--- src/rtl/tmr_pkg.sv ---
package tmr_pkg;
  localparam logic [2:0] A_CTRL  = 3'd0;
  localparam logic [2:0] A_IOCTL = 3'd1;
  localparam logic [2:0] A_STAT  = 3'd2;
  localparam logic [2:0] A_COUNT = 3'd3;
  localparam logic [2:0] A_GRA   = 3'd4;

  typedef enum logic [1:0] {
    ACT_HOLD   = 2'b00,
    ACT_LOW    = 2'b01,
    ACT_HIGH   = 2'b10,
    ACT_TOGGLE = 2'b11
  } act_e;

  typedef enum logic [1:0] {
    CLR_NONE = 2'b00,
    CLR_A    = 2'b01,
    CLR_B    = 2'b10,
    CLR_SYNC = 2'b11
  } clr_e;

  // sel: compare action or capture edge; cap_mode = 1 selects capture
  typedef struct packed {
    logic [1:0] sel;
    logic       cap_mode;
  } gr_cfg_t;
endpackage

--- src/rtl/tmr_cap_sync.sv ---
module tmr_cap_sync #(
  parameter int STAGES = 2
) (
  input  logic       clk,
  input  logic       rst,
  input  logic       pin,
  input  logic [1:0] edge_sel,
  output logic       hit
);
  localparam int LAST = STAGES - 1;

  logic [STAGES-1:0] sq;
  logic              prev;
  logic              rise, fall;

  always_ff @(posedge clk) begin
    if (rst) begin
      sq   <= '0;
      prev <= 1'b0;
    end else begin
      sq   <= {sq[STAGES-2:0], pin};
      prev <= sq[LAST];
    end
  end

  assign rise = sq[LAST] & ~prev;
  assign fall = ~sq[LAST] & prev;
  assign hit  = (edge_sel[0] & rise) | (edge_sel[1] & fall);
endmodule

--- src/rtl/tmr_counter.sv ---
module tmr_counter #(
  parameter int W = 16
) (
  input  logic         clk,
  input  logic         rst,
  input  logic         tick,
  input  logic         clr,
  input  logic         load,
  input  logic [W-1:0] load_val,
  output logic [W-1:0] cnt,
  output logic         ovf
);
  assign ovf = tick && !clr && !load && (cnt == {W{1'b1}});

  always_ff @(posedge clk) begin
    if (rst)       cnt <= '0;
    else if (load) cnt <= load_val;
    else if (clr)  cnt <= '0;
    else if (tick) cnt <= cnt + 1'b1;
  end


  cnt_step_chk: assert property (@(posedge clk) disable iff (rst)
    (tick && !clr && !load) |=> (cnt == $past(cnt) + 1'b1));

  cnt_idle_chk: assert property (@(posedge clk) disable iff (rst)
    (!tick && !clr && !load) |=> $stable(cnt));

  cnt_clear_chk: assert property (@(posedge clk) disable iff (rst)
    (clr && !load) |=> (cnt == '0));
endmodule

--- src/rtl/tmr_genreg.sv ---
module tmr_genreg #(
  parameter int W = 16
) (
  input  logic         clk,
  input  logic         rst,
  input  logic         wr,
  input  logic [W-1:0] wdata,
  input  logic         cap_mode,
  input  logic         pwm_en,
  input  logic         tick,
  input  logic [W-1:0] cnt,
  input  logic         cap_hit,
  output logic [W-1:0] gr,
  output logic         match,
  output logic         capt
);
  logic cap_on;

  assign cap_on = cap_mode && !pwm_en;
  assign match  = tick && !cap_on && (cnt == gr);
  assign capt   = cap_on && cap_hit;

  always_ff @(posedge clk) begin
    if (rst)       gr <= '0;
    else if (wr)   gr <= wdata;
    else if (capt) gr <= cnt;
  end


  gr_pwm_hold_chk: assert property (@(posedge clk) disable iff (rst)
    (pwm_en && !wr) |=> $stable(gr));
endmodule

--- src/rtl/timer_chan.sv ---
module timer_chan
  import tmr_pkg::*;
#(
  parameter int CNT_W       = 16,
  parameter int SYNC_STAGES = 2
) (
  input  logic             clk,
  input  logic             rst,
  input  logic             wr_en,
  input  logic [2:0]       addr,
  input  logic [CNT_W-1:0] wdata,
  output logic [CNT_W-1:0] rdata,
  input  logic             tick,
  input  logic             cap_a,
  input  logic             cap_b,
  output logic             out_a,
  output logic             out_b,
  input  logic             sync_preset_in,
  input  logic [CNT_W-1:0] sync_value_in,
  input  logic             sync_clear_in,
  output logic             sync_preset_out,
  output logic [CNT_W-1:0] sync_value_out,
  output logic             sync_clear_out,
  output logic [2:0]       flags
);
  localparam int NGR = 2;

  logic             pwm_en, sync_en;
  clr_e             clr_sel;
  gr_cfg_t          cfg [NGR];
  logic [NGR-1:0]   wr_gr, match, capt, ev, cap_hit, pin_in;
  logic [CNT_W-1:0] gr [NGR];
  logic [CNT_W-1:0] cnt, load_val;
  logic             wr_ctrl, wr_io, wr_stat, wr_cnt;
  logic             clr, own_clr, load, ovf_pulse;
  logic [2:0]       flags_q, flag_set;
  logic [NGR-1:0]   out_q;

  assign pin_in  = {cap_b, cap_a};
  assign wr_ctrl = wr_en && (addr == A_CTRL);
  assign wr_io   = wr_en && (addr == A_IOCTL);
  assign wr_stat = wr_en && (addr == A_STAT);
  assign wr_cnt  = wr_en && (addr == A_COUNT);

  always_ff @(posedge clk) begin
    if (rst) begin
      pwm_en  <= 1'b0;
      sync_en <= 1'b0;
      clr_sel <= CLR_NONE;
      for (int i = 0; i < NGR; i++) cfg[i] <= '0;
    end else begin
      if (wr_ctrl) begin
        pwm_en  <= wdata[0];
        sync_en <= wdata[1];
        clr_sel <= clr_e'(wdata[3:2]);
      end
      if (wr_io)
        for (int i = 0; i < NGR; i++) cfg[i] <= gr_cfg_t'(wdata[4*i +: 3]);
    end
  end

  for (genvar g = 0; g < NGR; g++) begin : g_gr
    localparam logic [2:0] GADDR = A_GRA + 3'(g);
    assign wr_gr[g] = wr_en && (addr == GADDR);

    tmr_cap_sync #(.STAGES(SYNC_STAGES)) u_sync (
      .clk      (clk),
      .rst      (rst),
      .pin      (pin_in[g]),
      .edge_sel (cfg[g].sel),
      .hit      (cap_hit[g])
    );

    tmr_genreg #(.W(CNT_W)) u_gr (
      .clk      (clk),
      .rst      (rst),
      .wr       (wr_gr[g]),
      .wdata    (wdata),
      .cap_mode (cfg[g].cap_mode),
      .pwm_en   (pwm_en),
      .tick     (tick),
      .cnt      (cnt),
      .cap_hit  (cap_hit[g]),
      .gr       (gr[g]),
      .match    (match[g]),
      .capt     (capt[g])
    );
  end

  assign ev       = match | capt;
  assign own_clr  = ((clr_sel == CLR_A) && ev[0]) || ((clr_sel == CLR_B) && ev[1]);
  assign clr      = own_clr || ((clr_sel == CLR_SYNC) && sync_en && sync_clear_in);
  assign load     = wr_cnt || (sync_en && sync_preset_in);
  assign load_val = wr_cnt ? wdata : sync_value_in;

  tmr_counter #(.W(CNT_W)) u_cnt (
    .clk      (clk),
    .rst      (rst),
    .tick     (tick),
    .clr      (clr),
    .load     (load),
    .load_val (load_val),
    .cnt      (cnt),
    .ovf      (ovf_pulse)
  );

  // status flags: set wins over software clear
  assign flag_set = {ovf_pulse, ev};

  always_ff @(posedge clk) begin
    if (rst)          flags_q <= '0;
    else if (wr_stat) flags_q <= (flags_q & wdata[2:0]) | flag_set;
    else              flags_q <= flags_q | flag_set;
  end

  // pin outputs
  always_ff @(posedge clk) begin
    if (rst) begin
      out_q <= '0;
    end else if (pwm_en) begin
      if (match[0] && !match[1])      out_q[0] <= 1'b1;
      else if (match[1] && !match[0]) out_q[0] <= 1'b0;
    end else begin
      for (int i = 0; i < NGR; i++) begin
        if (match[i]) begin
          case (act_e'(cfg[i].sel))
            ACT_LOW:    out_q[i] <= 1'b0;
            ACT_HIGH:   out_q[i] <= 1'b1;
            ACT_TOGGLE: out_q[i] <= ~out_q[i];
            default:    out_q[i] <= out_q[i];
          endcase
        end
      end
    end
  end

  // sibling strobes
  always_ff @(posedge clk) begin
    if (rst) begin
      sync_preset_out <= 1'b0;
      sync_value_out  <= '0;
      sync_clear_out  <= 1'b0;
    end else begin
      sync_preset_out <= wr_cnt && sync_en;
      if (wr_cnt) sync_value_out <= wdata;
      sync_clear_out  <= own_clr && sync_en;
    end
  end

  always_ff @(posedge clk) begin
    if (rst) begin
      rdata <= '0;
    end else begin
      case (addr)
        3'd0:    rdata <= {{(CNT_W-4){1'b0}}, clr_sel, sync_en, pwm_en};
        3'd1:    rdata <= {{(CNT_W-7){1'b0}}, cfg[1], 1'b0, cfg[0]};
        3'd2:    rdata <= {{(CNT_W-3){1'b0}}, flags_q};
        3'd3:    rdata <= cnt;
        3'd4:    rdata <= gr[0];
        3'd5:    rdata <= gr[1];
        default: rdata <= '0;
      endcase
    end
  end

  assign out_a = out_q[0];
  assign out_b = out_q[1];
  assign flags = flags_q;


  pwm_tie_chk: assert property (@(posedge clk) disable iff (rst)
    (pwm_en && match[0] && match[1]) |=> $stable(out_q[0]));

  pwm_b_hold_chk: assert property (@(posedge clk) disable iff (rst)
    pwm_en |=> $stable(out_q[1]));

  flag_set_chk: assert property (@(posedge clk) disable iff (rst)
    ovf_pulse |=> flags_q[2]);

  sync_clr_out_chk: assert property (@(posedge clk) disable iff (rst)
    sync_clear_out |-> sync_en && $past(sync_en));
endmodule

--- config.mk ---
export PLATFORM = sky130hd
export DESIGN_NAME = timer_chan
export DESIGN_NICKNAME = d
export VERILOG_FILES = /design/src/rtl/tmr_pkg.sv /design/src/rtl/tmr_cap_sync.sv /design/src/rtl/tmr_counter.sv /design/src/rtl/tmr_genreg.sv /design/src/rtl/timer_chan.sv
export SDC_FILE = /design/constraint.sdc
export NUM_CORES = 1
export LEC_CHECK = 0
export BUFFER_PORTS_ARGS = -buffer_cell sky130_fd_sc_hd__buf_4
export CAP_MARGIN = 20
export CORE_ASPECT_RATIO = 1.25
export CORE_UTILIZATION = 35
export DETAILED_ROUTE_END_ITERATION = 10
export GPL_TIMING_DRIVEN = 1
export SLEW_MARGIN = 30
export SYNTH_ARGS = -nofsm -noshare
export SYNTH_HDL_FRONTEND = slang
export SYNTH_HIERARCHICAL = 1
export SYNTH_SLANG_ARGS = --single-unit
--- constraint.sdc ---
create_clock -name clk -period 3.9 [get_ports clk]
set_input_delay 0.195 -clock clk [delete_from_list [all_inputs] [get_ports clk]]
set_output_delay 0.195 -clock clk [all_outputs]
set_load 0.005 [all_outputs]
Word level (Yosys, flattened, before mapping)
Memory sizes are Yosys's and may differ from the RTL's.
Index checks and enable logic that the tools add are counted.
{ "word_totals": {"regBits": 97, "mem_bits_rw": 6, "inputBits": 43, "output_inout_bits": 39, "word_cells": 128, "n_memories": 1} }
{ "memory_table": {"columns": ["memory", "depth", "word_bits", "read_ports", "rd_clocked_by_memory_dff", "wr", "line_no", "source"], "rows": [
  ["cfg", 2, 3, 2, 0, 2, "timer_chan.sv:30", "gr_cfg_t cfg [NGR];"]
]} }
{ "op_classes": {"add_sub_neg": 1, "eq_ne": 18, "muxes": 23, "bitwise_logic": 23, "reduce_logical": 45} }
{ "ops": {"columns": ["op", "n"], "rows": [
  ["$mux 16", 8],
  ["$pmux 16 s6", 1],
  ["$eq 16x16->1", 2],
  ["$logic_and 1x1->1", 26],
  ["$add 16x1->16 const B", 1],
  ["$eq 16x16->1 const B", 1],
  ["$eq 2x2->1 const B", 6],
  ["$mux 1", 9],
  ["$mux 3", 3],
  ["$and 1x1->1", 8],
  ["$logic_not 1->1", 7],
  ["$not 1->1", 7],
  ["$eq 2x1->1 const B", 3],
  ["$eq 3x2->1 const B", 2],
  ["$eq 3x3->1 const B", 2],
  ["$or 3x3->3", 2],
  ["$pmux 1 s3", 2],
  ["$reduce_and 3->1", 2],
  ["$reduce_bool 2->1", 3],
  ["$reduce_bool 3->1", 2],
  ["$or 1x1->1", 4],
  ["$reduce_bool 4->1", 1],
  ["$and 3x3->3", 1],
  ["$eq 3x1->1 const B", 1],
  ["4 further kinds", 6]
]} }

Logic depth before layout (Yosys ltp)
{ "logic_depth": {"ltp_word": 15, "depth_mapped": 13, "mapped_depth_nobuf": 12} }

Modules after synthesis
Netlist, hierarchy kept.
{ "modules_own_cells": {"columns": ["mod", "instances", "cells_each", "area_each_um2", "seq_area_each_um2"], "rows": [
  ["timer_chan", 1, 266, 2387.3, 1041.0],
  ["tmr_genreg", 2, 94, 992.2, 320.3],
  ["tmr_counter", 1, 126, 1056.0, 320.3],
  ["tmr_cap_sync", 2, 9, 98.8, 60.1]
]} }

Worst setup path before layout
Ideal clock, no wire load.
{ "synth_timing": {"path_kind": "flip-flop to flip-flop", "start": "register u_cnt.cnt[5]", "end": "register u_cnt.cnt[14]", "setup_time_ps": 120, "arrival_ps": 2671, "t_required_ps": 3780, "slack_ps": 1109, "path_stages_with_launch": 12, "path_buffers": 1, "synth_period_minus_slack_ps": 2791, "cell_sequence": "dfxtp_1 xnor2_2 nand4_1 or4_1 nor4_2 o21ai_0 and2_1 a21oi_1 or3_1 buf_6 nor3_1 a211o_1"} }
{ "synth_between": {"elab_chain_cells": 8, "elab_cells_between_ends": 14, "classes_between": "add/sub: 1; eq/ne: 2; mux: 3; bitwise: 1; reduce/logical: 7"} }
{ "synth_lines": {"columns": ["item", "line_no", "source"], "rows": [
  ["from (decl)", "tmr_counter.sv:10", "output logic [W-1:0] cnt,"],
  ["from (signal assigned)", "tmr_counter.sv:17", "else if (load) cnt <= load_val;"],
  ["from (signal assigned)", "tmr_counter.sv:19", "else if (tick) cnt <= cnt + 1'b1;"],
  ["$eq 16x16->1 (*)", "tmr_genreg.sv:20", "assign match = tick && !cap_on && (cnt == gr);"],
  ["$logic_and 1x1->1 (*)", "tmr_genreg.sv:20", null],
  ["via match[0]", "timer_chan.sv:31", "logic [NGR-1:0] wr_gr, match, capt, ev, cap_hit, pin_in;"],
  ["$or 2x2->2 (*)", "timer_chan.sv:90", "assign ev = match | capt;"],
  ["$logic_and 1x1->1 (*)", "timer_chan.sv:91", "assign own_clr = ((clr_sel == CLR_A) && ev[0]) || ((clr_sel == CLR_B) && ev[1]);"],
  ["$logic_or 1x1->1 (*)", "timer_chan.sv:91", null],
  ["$logic_or 1x1->1 (*)", "timer_chan.sv:92", "assign clr = own_clr || ((clr_sel == CLR_SYNC) && sync_en && sync_clear_in);"],
  ["via clr", "timer_chan.sv:35", "logic clr, own_clr, load, ovf_pulse;"],
  ["$mux 16", "tmr_counter.sv:18", "else if (clr) cnt <= '0;"],
  ["$mux 16", "tmr_counter.sv:17", null]
]} }
Mark *: on every way through the listed nets, which the timed path passes. The rest lies on a longest branch. The select of a mux whose other input is x is not followed.
A chain may end at the register's enable or synchronous reset.

Worst setup path in the final report
{ "layout_timing": {"start": "register u_cnt.cnt[2]", "end": "register u_cnt.cnt[1]"} }
The elaborated chain is that of the path after synthesis.

==> reports/metrics.yaml <==
run_status: "complete, no violations"
min_period_ps: 3277
die_h_um: 143.7
number_of_antenna_violations_at_the_first_check_in_global_routing: 0
place.detailed.hpwl_um: 12220
final_max_slew_viol_count: 0
num_vias: 4715
power_density_nw_per_um2: 349.7
grt_first_pass_wirelength_um: 26020
wl_per_cell_um: 18.98
fin_setup_tns_ps: 0
static-leakage-power_nw: 2.835
grt-ovfl-total: 0
postCtsResizedCells: 0
groute.usage.overall_pct: 20.98
ff_to_ff_end: "u_cnt/cnt[1]"
core_region_area_um2: 15630
worst-setup-path-type: "reg2reg"
via_count_of_the_first_global_routing_pass: 4650
synth_seq_cells: 103
r2r_start: "u_cnt/cnt[2]"
gp_congestion: 0.8845
most_used_dff_post_synth: "sky130_fd_sc_hd__dfxtp_1"
grt_max_degree: 61
period_share_pct: 84.02
drt.antenna.violating_nets: 0
cts.reportedPaths.clkPinSlew_ps: 70
final_net_count: 710
route.final.wire_length_um: 16720
final_common_cell: "sky130_fd_sc_hd__dfxtp_1"
synthCells: 598
area_delta_synth_final_pct: 17.30
hold-path-endpoint: "g_gr[1].u_sync/sq[0]"
origin_of_the_worst_setup_path: "u_cnt/cnt[2]"
synth.cell_area_um2: 5625
detailedRoute.firstIterationViolations: 328
placement.io_buffers: 81
drc: 0
dieWidth_um: 115.4
fin_worst_skew_ps: 8.760
r2r_setup_slack_ps: 620
syn_nets: 644
hold_path_startpoint: "cap_b"
first_pass_iters: 4
worst_pin_slew_ps: 670.9
ctsRootBufferMaster: "sky130_fd_sc_hd__clkbuf_16"
synth_seq_area_share_pct: 37.72
hold_buffers: 0
worst_hold_path_stage_count: 2
tritoncts.num_buffers: 9
finalSetupViolCount: 0
io_pins: 82
post_synth_num_cell_types: 67
yosys_warnings: 6
crit_fanout: 13
final_hold_viol_count: 0
worst_ep_required_time_ps: 4150
worst-r2r-cell-count: 11
unrepaired_setup_endpoints_after_global_routing: "false"
placement.cell_area_um2: 6312
max_cap_viols: 0
via_density_per_instance: 5.352
cts_tree: "done"
post_route_cells_drive_above_1_share_pct: 23.92
die_area_um2: 16590
h-tree-depth: 3
start_kind: "register"
vdd.ir_drop.worst_mv: 0.2202
fmax_mhz: 305.2
cts.sinks: 103
hold_path.class: "in2reg"
ctsLongestPathBuffers: 2
num_antenna_cells: 0
critPathCaptureType: "register"
final_area_um2: 6599
synthArstFlopShare_pct: 0
worstPathArrival_ps: 3530
post-route-util_pct: 42.21
clk-insertion-delay-late_ps: 360
normalized_max_slew_margin_pct: 55.27
numPlacedInstances: 865
postCtsSetupBuffers: 0
initial_core_util_pct: 35.98
syn_area_per_cell_um2: 9.407
synth-edff-count: 6
rows: 51
final_cells: 881
final_cell_mix: "sky130_fd_sc_hd__dfxtp_1 (97), sky130_fd_sc_hd__nand2_1 (91), sky130_fd_sc_hd__buf_4 (89)"
## cell usage after synthesis (4+ instances only)
library cell / number / area share [%]
sky130_fd_sc_hd__and2_1: 11 / 1.2
sky130_fd_sc_hd__edfxtp_1: 6 / 3.2
sky130_fd_sc_hd__xor2_1: 8 / 1.2
sky130_fd_sc_hd__buf_6: 10 / 2.0
sky130_fd_sc_hd__nor2_1: 58 / 3.9
sky130_fd_sc_hd__nand3_1: 10 / 0.89
sky130_fd_sc_hd__a211oi_1: 6 / 0.80
sky130_fd_sc_hd__dfxtp_1: 97 / 35
sky130_fd_sc_hd__o21ai_0: 14 / 1.2
sky130_fd_sc_hd__nor2b_1: 9 / 1.0
sky130_fd_sc_hd__a21oi_1: 28 / 2.5
sky130_fd_sc_hd__mux2_1: 12 / 2.4
sky130_fd_sc_hd__mux2_2: 14 / 2.8
sky130_fd_sc_hd__nand4_1: 12 / 1.3
sky130_fd_sc_hd__a22oi_1: 16 / 2.1
sky130_fd_sc_hd__buf_4: 9 / 1.2
sky130_fd_sc_hd__nand2b_1: 5 / 0.56
sky130_fd_sc_hd__mux2i_1: 44 / 7.8
sky130_fd_sc_hd__buf_1: 4 / 0.27
sky130_fd_sc_hd__mux2_4: 16 / 4.3
sky130_fd_sc_hd__inv_1: 8 / 0.53
sky130_fd_sc_hd__nor3_1: 6 / 0.53
sky130_fd_sc_hd__buf_2: 7 / 0.62
sky130_fd_sc_hd__nor4_2: 6 / 1.3
sky130_fd_sc_hd__xnor2_1: 29 / 4.5
sky130_fd_sc_hd__nand2_1: 91 / 6.1
## registers in the layout (all words and copies together), names as in the netlist
name / count
cfg: 6
clr_sel: 2
flags: 3
g_gr.u_gr/gr: 32
g_gr.u_sync/prev: 2
g_gr.u_sync/sq: 4
out_q: 2
pwm_en: 1
rdata: 16
sync_clear_out: 1
sync_en: 1
sync_preset_out: 1
sync_value_out: 16
u_cnt/cnt: 16
## per-layer routing
layer | vias to the layer above | global-route usage [%] | share of wire (%)
li1 | 2230 | - | -
met1 | 2283 | 25.38 | 43
met2 | 167 | 34.83 | 49
met3 | 35 | 4.597 | 5.2
met4 | 0 | 10.46 | 3.5
met5 | - | 0 | 0
## how the worst max path moves through the flow
stage,end,slack (ps)
floorplan,u_cnt/cnt[14],1110
global placement,u_cnt/cnt[14],800
detailed placement,u_cnt/cnt[14],730
CTS,u_cnt/cnt[1],650
global route,u_cnt/cnt[1],340
finish,u_cnt/cnt[1],620
## logic make-up after synthesis
family	synth area share, %
compound gates	9.475
xor+xnor	6.339
fa+ha+maj	0.8453
buf+inv	5.049
flops	37.72
mux	18.51
simple gates	22.06
## critical path, stage by stage, from the launching register on
cell and delay, ps:
sky130_fd_sc_hd__dfxtp_1 660, sky130_fd_sc_hd__xnor2_1 190, sky130_fd_sc_hd__nand4_1 120, sky130_fd_sc_hd__or4_1 500, sky130_fd_sc_hd__nor4_2 290, sky130_fd_sc_hd__o21ai_0 120
sky130_fd_sc_hd__and2_1 180, sky130_fd_sc_hd__a21oi_1 340, sky130_fd_sc_hd__nor2_2 180, sky130_fd_sc_hd__nand2_1 260, sky130_fd_sc_hd__nor2_1 70, sky130_fd_sc_hd__a211oi_1 270
## where the power goes
part / leakage (nW) / switching (mW) / total, mW / internal, mW
Clock: 0.137 / 0.393 / 0.880 / 0.487
Combinational: 1.85 / 0.158 / 0.290 / 0.132
Sequential: 0.844 / 0.0432 / 1.14 / 1.09
Total: 2.83 / 0.594 / 2.31 / 1.71
## final cells by class
class,count,area [um^2]
flip-flops and latches,103,2122
fillers,1565,9035
clock buffers,16,281.5
well taps,212,265.3
inverters,10,37.54
multi-input cells,451,3224
repair buffers,89,668.1
## stage by stage
stage	hold WS [ps]	total power, mW	worst slack (ps)
3_5_place_dp	423.5	1.449	731.4
2_1_floorplan	266.6	1.333	1109
4_1_cts	39.14	2.324	646.2
3_3_place_gp	417.7	1.444	798.7
5_1_grt	61.65	2.389	338.6
6_report	47.61	2.308	623.3
Power figures use the tool's default switching activity.
